==> config.mk <==
export PLATFORM = sky130hd
export DESIGN_NAME = sgi_dispatch
export DESIGN_NICKNAME = d
export VERILOG_FILES = /design/src/rtl/sgi_pkg.sv /design/src/rtl/sgi_decode.sv /design/src/rtl/sgi_bank.sv /design/src/rtl/sgi_dispatch.sv
export SDC_FILE = /design/constraint.sdc
export NUM_CORES = 2
export LEC_CHECK = 0
export BUFFER_PORTS_ARGS = -buffer_cell sky130_fd_sc_hd__buf_4
export CORE_AREA = 2 2 504 506
export DETAILED_ROUTE_END_ITERATION = 16
export DIE_AREA = 0 0 506 508
export MAX_ROUTING_LAYER = met4
export PLACE_DENSITY = 0.37
export REMOVE_ABC_BUFFERS = 1
export SYNTH_ARGS = -nofsm -noshare
export SYNTH_HDL_FRONTEND = slang
export SYNTH_HIERARCHICAL = 1
export SYNTH_SLANG_ARGS = --single-unit
==> constraint.sdc <==
create_clock -name clk -period 3.5 [get_ports clk]
set_clock_uncertainty 0.15 [all_clocks]
set_input_delay 0.7 -clock clk [delete_from_list [all_inputs] [get_ports clk]]
set_output_delay 0.7 -clock clk [all_outputs]
set_load 0.05 [all_outputs]
==> src/rtl/sgi_pkg.sv <==
package sgi_pkg;
   localparam int unsigned REG_W    = 32;
   localparam int unsigned LIST_LSB = 16;
   localparam int unsigned MODE_LSB = 24;
   localparam logic [1:0]  SIZE_WORD = 2'b10;

   typedef enum logic [1:0] {
      TGT_LIST   = 2'd0,
      TGT_OTHERS = 2'd1,
      TGT_SELF   = 2'd2,
      TGT_RSVD   = 2'd3
   } tgt_mode_e;
endpackage

==> src/rtl/sgi_decode.sv <==
module sgi_decode
   import sgi_pkg::*;
#(
   parameter int unsigned NUM_CPU = 8,
   parameter int unsigned IRQ_W   = 4,
   parameter int unsigned CPU_W   = 3,
   parameter int unsigned CNT_W   = 4
) (
   input  logic               wr_en,
   input  logic [1:0]         wr_size,
   input  logic [REG_W-1:0]   wr_data,
   input  logic [CPU_W-1:0]   wr_req,
   input  logic [CNT_W-1:0]   online_cnt,
   output logic [IRQ_W-1:0]   set_irq,
   output logic [NUM_CPU-1:0] set_mask
);
   tgt_mode_e          mode;
   logic               accept;
   logic [NUM_CPU-1:0] online_mask, self_mask, list_mask, raw_mask;
   logic               unused_bits;

   assign mode    = tgt_mode_e'(wr_data[MODE_LSB +: 2]);
   assign set_irq = wr_data[IRQ_W-1:0];
   assign unused_bits = ^{wr_data[REG_W-1:MODE_LSB+2], wr_data[LIST_LSB+7:IRQ_W]};

   for (genvar c = 0; c < NUM_CPU; c++) begin : g_cpu
      assign online_mask[c] = (CNT_W'(c) < online_cnt);
      assign self_mask[c]   = (wr_req == CPU_W'(c));
      assign list_mask[c]   = wr_data[LIST_LSB + c];
   end

   always_comb begin
      unique case (mode)
         TGT_LIST:   raw_mask = list_mask;
         TGT_OTHERS: raw_mask = ~self_mask;
         TGT_SELF:   raw_mask = self_mask;
         default:    raw_mask = '0;
      endcase
   end

   assign accept   = wr_en && (wr_size == SIZE_WORD) && (mode != TGT_RSVD);
   assign set_mask = accept ? (raw_mask & online_mask) : '0;
endmodule

==> src/rtl/sgi_bank.sv <==
module sgi_bank #(
   parameter int unsigned NUM_CPU = 8,
   parameter int unsigned NUM_IRQ = 16,
   parameter int unsigned IRQ_W   = 4,
   parameter int unsigned CPU_W   = 3
) (
   input  logic                       clk,
   input  logic                       rst,
   input  logic                       set_hit,
   input  logic [IRQ_W-1:0]           set_irq,
   input  logic [CPU_W-1:0]           wr_req,
   input  logic                       ack_vld,
   input  logic [IRQ_W-1:0]           ack_irq,
   input  logic [CPU_W-1:0]           ack_src,
   output logic [NUM_IRQ-1:0]         pend_o,
   output logic [NUM_IRQ*NUM_CPU-1:0] src_o
);
   for (genvar i = 0; i < NUM_IRQ; i++) begin : g_irq
      logic [NUM_CPU-1:0] src_q, src_n, clr, add;
      logic               pend_q, pend_n, set_i, ack_i;

      assign set_i  = set_hit && (set_irq == IRQ_W'(i));
      assign ack_i  = ack_vld && (ack_irq == IRQ_W'(i));
      assign clr    = ack_i ? (NUM_CPU'(1) << ack_src) : '0;
      assign add    = set_i ? (NUM_CPU'(1) << wr_req) : '0;
      assign src_n  = (src_q & ~clr) | add;
      assign pend_n = set_i | (pend_q & ~(ack_i && (src_n == '0)));

      always_ff @(posedge clk) begin
         if (rst) begin
            src_q  <= '0;
            pend_q <= 1'b0;
         end else begin
            src_q  <= src_n;
            pend_q <= pend_n;
         end
      end

      assign pend_o[i]                   = pend_q;
      assign src_o[i*NUM_CPU +: NUM_CPU] = src_q;


      set_pend_chk: assert property (@(posedge clk) disable iff (rst)
         set_i |=> pend_q);

      src_keep_chk: assert property (@(posedge clk) disable iff (rst)
         set_i && !ack_i |=> ((src_q & $past(src_q)) == $past(src_q)));

      ack_clear_chk: assert property (@(posedge clk) disable iff (rst)
         ack_i && !set_i |=> !src_q[$past(ack_src)]);

      collide_win_chk: assert property (@(posedge clk) disable iff (rst)
         ack_i && set_i |=> pend_q && src_q[$past(wr_req)]);

      pend_mask_chk: assert property (@(posedge clk) disable iff (rst)
         pend_q == (src_q != '0));
   end
endmodule

==> src/rtl/sgi_dispatch.sv <==
module sgi_dispatch
   import sgi_pkg::*;
#(
   parameter int unsigned NUM_CPU = 8,
   parameter int unsigned NUM_IRQ = 16,
   localparam int unsigned IRQ_W  = $clog2(NUM_IRQ),
   localparam int unsigned CPU_W  = $clog2(NUM_CPU),
   localparam int unsigned CNT_W  = $clog2(NUM_CPU + 1)
) (
   input  logic                               clk,
   input  logic                               rst,
   input  logic                               wr_en,
   input  logic [1:0]                         wr_size,
   input  logic [REG_W-1:0]                   wr_data,
   input  logic [CPU_W-1:0]                   wr_req,
   output logic [REG_W-1:0]                   rd_data,
   input  logic [CNT_W-1:0]                   online_cnt,
   input  logic [NUM_CPU-1:0]                 ack_vld,
   input  logic [NUM_CPU*IRQ_W-1:0]           ack_irq,
   input  logic [NUM_CPU*CPU_W-1:0]           ack_src,
   output logic [NUM_CPU*NUM_IRQ-1:0]         pending_o,
   output logic [NUM_CPU*NUM_IRQ*NUM_CPU-1:0] source_o
);
   if (NUM_CPU < 2 || NUM_CPU > 8) begin : g_bad_cpu
      $error("NUM_CPU must be 2..8");
   end
   if (NUM_IRQ < 2 || NUM_IRQ > 16 || (1 << IRQ_W) != NUM_IRQ) begin : g_bad_irq
      $error("NUM_IRQ must be a power of two up to 16");
   end

   logic [IRQ_W-1:0]   set_irq;
   logic [NUM_CPU-1:0] set_mask;

   assign rd_data = '0;

   sgi_decode #(
      .NUM_CPU(NUM_CPU), .IRQ_W(IRQ_W), .CPU_W(CPU_W), .CNT_W(CNT_W)
   ) u_decode (
      .wr_en(wr_en), .wr_size(wr_size), .wr_data(wr_data), .wr_req(wr_req),
      .online_cnt(online_cnt), .set_irq(set_irq), .set_mask(set_mask)
   );

   for (genvar c = 0; c < NUM_CPU; c++) begin : g_bank
      sgi_bank #(
         .NUM_CPU(NUM_CPU), .NUM_IRQ(NUM_IRQ), .IRQ_W(IRQ_W), .CPU_W(CPU_W)
      ) u_bank (
         .clk(clk), .rst(rst),
         .set_hit(set_mask[c]), .set_irq(set_irq), .wr_req(wr_req),
         .ack_vld(ack_vld[c]),
         .ack_irq(ack_irq[c*IRQ_W +: IRQ_W]),
         .ack_src(ack_src[c*CPU_W +: CPU_W]),
         .pend_o(pending_o[c*NUM_IRQ +: NUM_IRQ]),
         .src_o(source_o[c*NUM_IRQ*NUM_CPU +: NUM_IRQ*NUM_CPU])
      );


      offline_quiet_chk: assert property (@(posedge clk) disable iff (rst)
         (CNT_W'(c) >= online_cnt) && !ack_vld[c]
         |=> $stable(pending_o[c*NUM_IRQ +: NUM_IRQ]));
   end


   rsvd_noop_chk: assert property (@(posedge clk) disable iff (rst)
      wr_en && (wr_size == SIZE_WORD) && (wr_data[MODE_LSB +: 2] == 2'd3) && (ack_vld == '0)
      |=> $stable(pending_o) && $stable(source_o));

   size_reject_chk: assert property (@(posedge clk) disable iff (rst)
      wr_en && (wr_size != SIZE_WORD) && (ack_vld == '0)
      |=> $stable(pending_o) && $stable(source_o));

   reset_clear_chk: assert property (@(posedge clk)
      rst |=> (pending_o == '0) && (source_o == '0));
endmodule

==> impl_metrics.py <==
metrics = {
    "synth": {
        "syn_area_um2": 54690,
        "synth_largest_type_area_fraction_pct": 42.17,
        "synth-main-ff-cell": "sky130_fd_sc_hd__dfxtp_1",
        "yosys_register_bits": 1152,
        "post_synth_num_cell_types": 72,
        "synth-edff-count": 0,
        "postSynthAreaPerCell_um2": 7.991,
        "seq_area_frac_synth_pct": 42.17,
        "ys_async_sr_fraction_pct": 0,
        "mapped_cells": 6844,
        "netlist.top_cell.by_area": "sky130_fd_sc_hd__dfxtp_1",
        "synth_area_leaders": "sky130_fd_sc_hd__dfxtp_1, sky130_fd_sc_hd__o21ai_0, sky130_fd_sc_hd__nand2_1",
        "synthesis_warnings": 6,
    },
    "worst_setup_path": {
        "r2r-start": "g_bank[0].u_bank/g_irq[11].src_q[7]",
        "critPathCapture": "g_bank[0].u_bank/g_irq[3].pend_q",
        "crit_start": "wr_req[2]",
        "critPathKind": "input port to flip-flop",
        "crit_path_start_kind": "input port",
        "worst-r2r-setup-slack_ns": 1.69,
        "worst-endpoint-required_ns": 4.06,
        "r2r.worst_path.cells": 4,
        "timing.rr.end": "g_bank[0].u_bank/g_irq[11].pend_q",
        "critPathCaptureType": "flip-flop",
        "critical_path_peak_fanout": 9,
        "crit_arrival_ns": 3.49,
    },
    "floorplanning": {
        "floorplan.io_pins": 1292,
        "rows": 185,
        "core_area_um2": 252300,
        "initial_core_utilization_pct": 21.68,
        "die_height_um": 508,
        "die_area_um2": 257000,
        "die_w_um": 506,
    },
    "place": {
        "buffer_ports.inserted": 1241,
        "globalplace.congestion": 0.9517,
        "placement.setup.worst_slack_ns": -0.3204,
        "detailedPlacementHpwl_um": 292700,
    },
    "layout": {
        "final_net_count": 8620,
        "fraction_of_final_layout_cells_sized_beyond_drive_strength_1_pct": 28.14,
        "final_core_density_pct": 30.63,
        "area_growth_syn_to_layout_pct": 41.30,
    },
    "route": {
        "drt_first_iter_violations": 6329,
        "drt-wirelength-per-cell_um": 31.19,
        "viasPerCell": 5.280,
        "drt_pre_antenna_iters": 7,
        "antenna_violation_net_count_after_detailed_routing": 0,
        "detail_route.wirelength_um": 374700,
        "drt_drc_violations_left": 0,
        "vias": 63430,
    },
    "sta": {
        "fmaxAchievable_mhz": 341.6,
        "min_period_ns": 2.927,
        "setup_repair_after_global_routing_missed_its_margin": "false",
        "fin_ws_ns": 0.5729,
        "timing.final.max_slew_violations": 0,
        "final-setup-viol-count": 0,
        "min_period_over_period_pct": 83.63,
        "relSlewSlack_pct": 31.74,
        "fin_worst_hold_slack_ns": 0.2340,
        "final-hold-violation-count": 0,
        "timing_worst_slew_pin_value_ns": 1.024,
    },
    "global_route": {
        "vias_in_the_first_global_route": 61380,
        "grt_start_max_net_pins": 91,
        "globalRoute.totalOverflow": 0,
        "global_route.usage.total_pct": 28.59,
        "initial_antenna_violation_count": 24,
        "grt_pass1_wl_um": 509800,
    },
    "clock_tree": {
        "clock_insertion_delay_at_the_later_pin_of_the_skew_report_ns": 0.82,
        "htree_num_levels": 4,
        "clkSinkCount": 1152,
        "post_cts_resize_count": 0,
        "maximum_buffer_depth_of_the_clock_tree": 3,
        "cts.repair_timing.setup_buffer_count": 0,
        "clock_tree.root_cell": "sky130_fd_sc_hd__clkbuf_16",
        "worst_setup_hold_path_clk_slew_ns": 0.06,
        "postCtsHoldBufs": 0,
        "inserted_clock_buffers": 154,
        "tritoncts_clock_tree": "done",
    },
    "run_status": {
        "outcome": "finished, final reports clean",
    },
    "flow_run": {
        "cap_viol_max_count": 0,
    },
    "pwr": {
        "max-vdd-ir-drop_mv": 0.4529,
        "power.static_leakage_uw": 0.02985,
        "power_density_nw_per_um2": 414.8,
    },
    "hold_path": {
        "min-delay-path-class": "input port to flip-flop",
    },
}
[cell families after synthesis]
| logic type | synth area share, % |
|---|---|
| other | 0.006857 |
| multiplexers | 0.1190 |
| buffers and inverters | 5.628 |
| flip-flops | 42.17 |
| AO/OA/AOI/OAI | 25.08 |
| AND/OR/NAND/NOR | 27.00 |
[worst min path at each step]
stage	end	start	slack (ns)	cells past startpoint
after global placement	g_bank[5].u_bank/g_irq[8].src_q[4]	g_bank[5].u_bank/g_irq[8].src_q[4]	0.33	2
after CTS	g_bank[4].u_bank/g_irq[6].src_q[3]	rst	0.16	2
after detailed placement	g_bank[6].u_bank/g_irq[8].src_q[4]	g_bank[6].u_bank/g_irq[8].src_q[4]	0.34	2
after global routing	g_bank[4].u_bank/g_irq[6].src_q[3]	rst	0.18	2
after floorplan	g_bank[0].u_bank/g_irq[8].src_q[4]	g_bank[0].u_bank/g_irq[8].src_q[4]	0.55	2
final	g_bank[4].u_bank/g_irq[6].src_q[3]	rst	0.23	2
[metal layers]
layer / global-route usage (%) / vias to the layer above / part of all wire (%)
li1: - / 28270 / -
met1: 35.08 / 31620 / 41
met2: 43.68 / 2980 / 45
met3: 6.736 / 568 / 8.3
met4: 14.46 / 0 / 5.7
met5: - / - / 0
[layout by cell type (no fill, tap or decap), types with 56 or more instances in the layout]
cell type                   netlist  final
sky130_fd_sc_hd__buf_4          173   2040
sky130_fd_sc_hd__nand4b_1        64     64
sky130_fd_sc_hd__a21oi_1        553    553
sky130_fd_sc_hd__a221oi_1        56     56
sky130_fd_sc_hd__o21bai_1       104    104
sky130_fd_sc_hd__a31oi_1         56     56
sky130_fd_sc_hd__o21ai_0        890    890
sky130_fd_sc_hd__nand4_1         96     96
sky130_fd_sc_hd__clkbuf_16        0    158
sky130_fd_sc_hd__o21ai_1        152    152
sky130_fd_sc_hd__nand2b_1        72     72
sky130_fd_sc_hd__nor2b_1        297    297
sky130_fd_sc_hd__a22oi_1        160    160
sky130_fd_sc_hd__dfxtp_1       1152   1152
sky130_fd_sc_hd__nand3_1        153    153
sky130_fd_sc_hd__nor3_1         101     86
sky130_fd_sc_hd__nand4bb_1       96     96
sky130_fd_sc_hd__nor2_1         562    558
sky130_fd_sc_hd__or4b_1          72     72
sky130_fd_sc_hd__nand2_1        889    889
sky130_fd_sc_hd__nor4_1          56     56
[report_power, final]
| group | internal (uW) | leakage [uW] | switching [uW] |
|---|---|---|---|
| Clock | 9690 | 0.00254 | 6760 |
| Sequential | 13100 | 0.00927 | 8.54 |
| Combinational | 610 | 0.0180 | 1870 |
[flip-flops by register name, indices dropped and copies added (netlist names)]
signal                      flops
g_bank.u_bank/g_irq.src_q    1024
g_bank.u_bank/g_irq.pend_q    128
[area by class of cell]
class | count | area, um2
diodes | 18 | 45.04
clock buffers | 227 | 4553
clock inverters | 46 | 608.1
fillers | 27380 | 175000
inverters | 17 | 63.81
multi-input cells | 5113 | 28770
flip-flops and latches | 1152 | 23060
well taps | 3366 | 4212
repair buffers | 2074 | 15960
[per-stage QoR]
step | total power [uW] | TNS (ns) | std cells | cell area, um2
2_1_floorplan | 14110 | 0 | 6282 | 51790
3_3_place_gp | 15850 | -7.872 | 11720 | 72070
3_5_place_dp | 15840 | -9.528 | 11720 | 72070
4_1_cts | 32390 | 0 | 12000 | 77230
5_1_grt | 32980 | 0 | 12010 | 77260
6_report | 32050 | 0 | 12010 | 77270
[synthesized netlist by cell type, types with 104 or more instances]
master                     count
sky130_fd_sc_hd__nand3_1     153
sky130_fd_sc_hd__o21ai_0     890
sky130_fd_sc_hd__o21bai_1    104
sky130_fd_sc_hd__o21ai_1     152
sky130_fd_sc_hd__a22oi_1     160
sky130_fd_sc_hd__buf_4       173
sky130_fd_sc_hd__nor2_1      562
sky130_fd_sc_hd__clkbuf_1    297
sky130_fd_sc_hd__a21oi_1     553
sky130_fd_sc_hd__nand2_1     889
sky130_fd_sc_hd__dfxtp_1    1152
sky130_fd_sc_hd__nor2b_1     297
[worst max-delay path, stage by stage]
cell	delay, ns
sky130_fd_sc_hd__buf_6	0.17
sky130_fd_sc_hd__nor3_1	0.26
sky130_fd_sc_hd__mux2_2	0.37
sky130_fd_sc_hd__nor3_2	0.36
sky130_fd_sc_hd__buf_12	0.20
sky130_fd_sc_hd__nor3b_1	0.36
sky130_fd_sc_hd__buf_4	0.19
sky130_fd_sc_hd__nand3_1	0.14
sky130_fd_sc_hd__o311ai_1	0.33
sky130_fd_sc_hd__a221oi_1	0.09
sky130_fd_sc_hd__a311oi_1	0.27
Power figures use the tool's default switching activity.
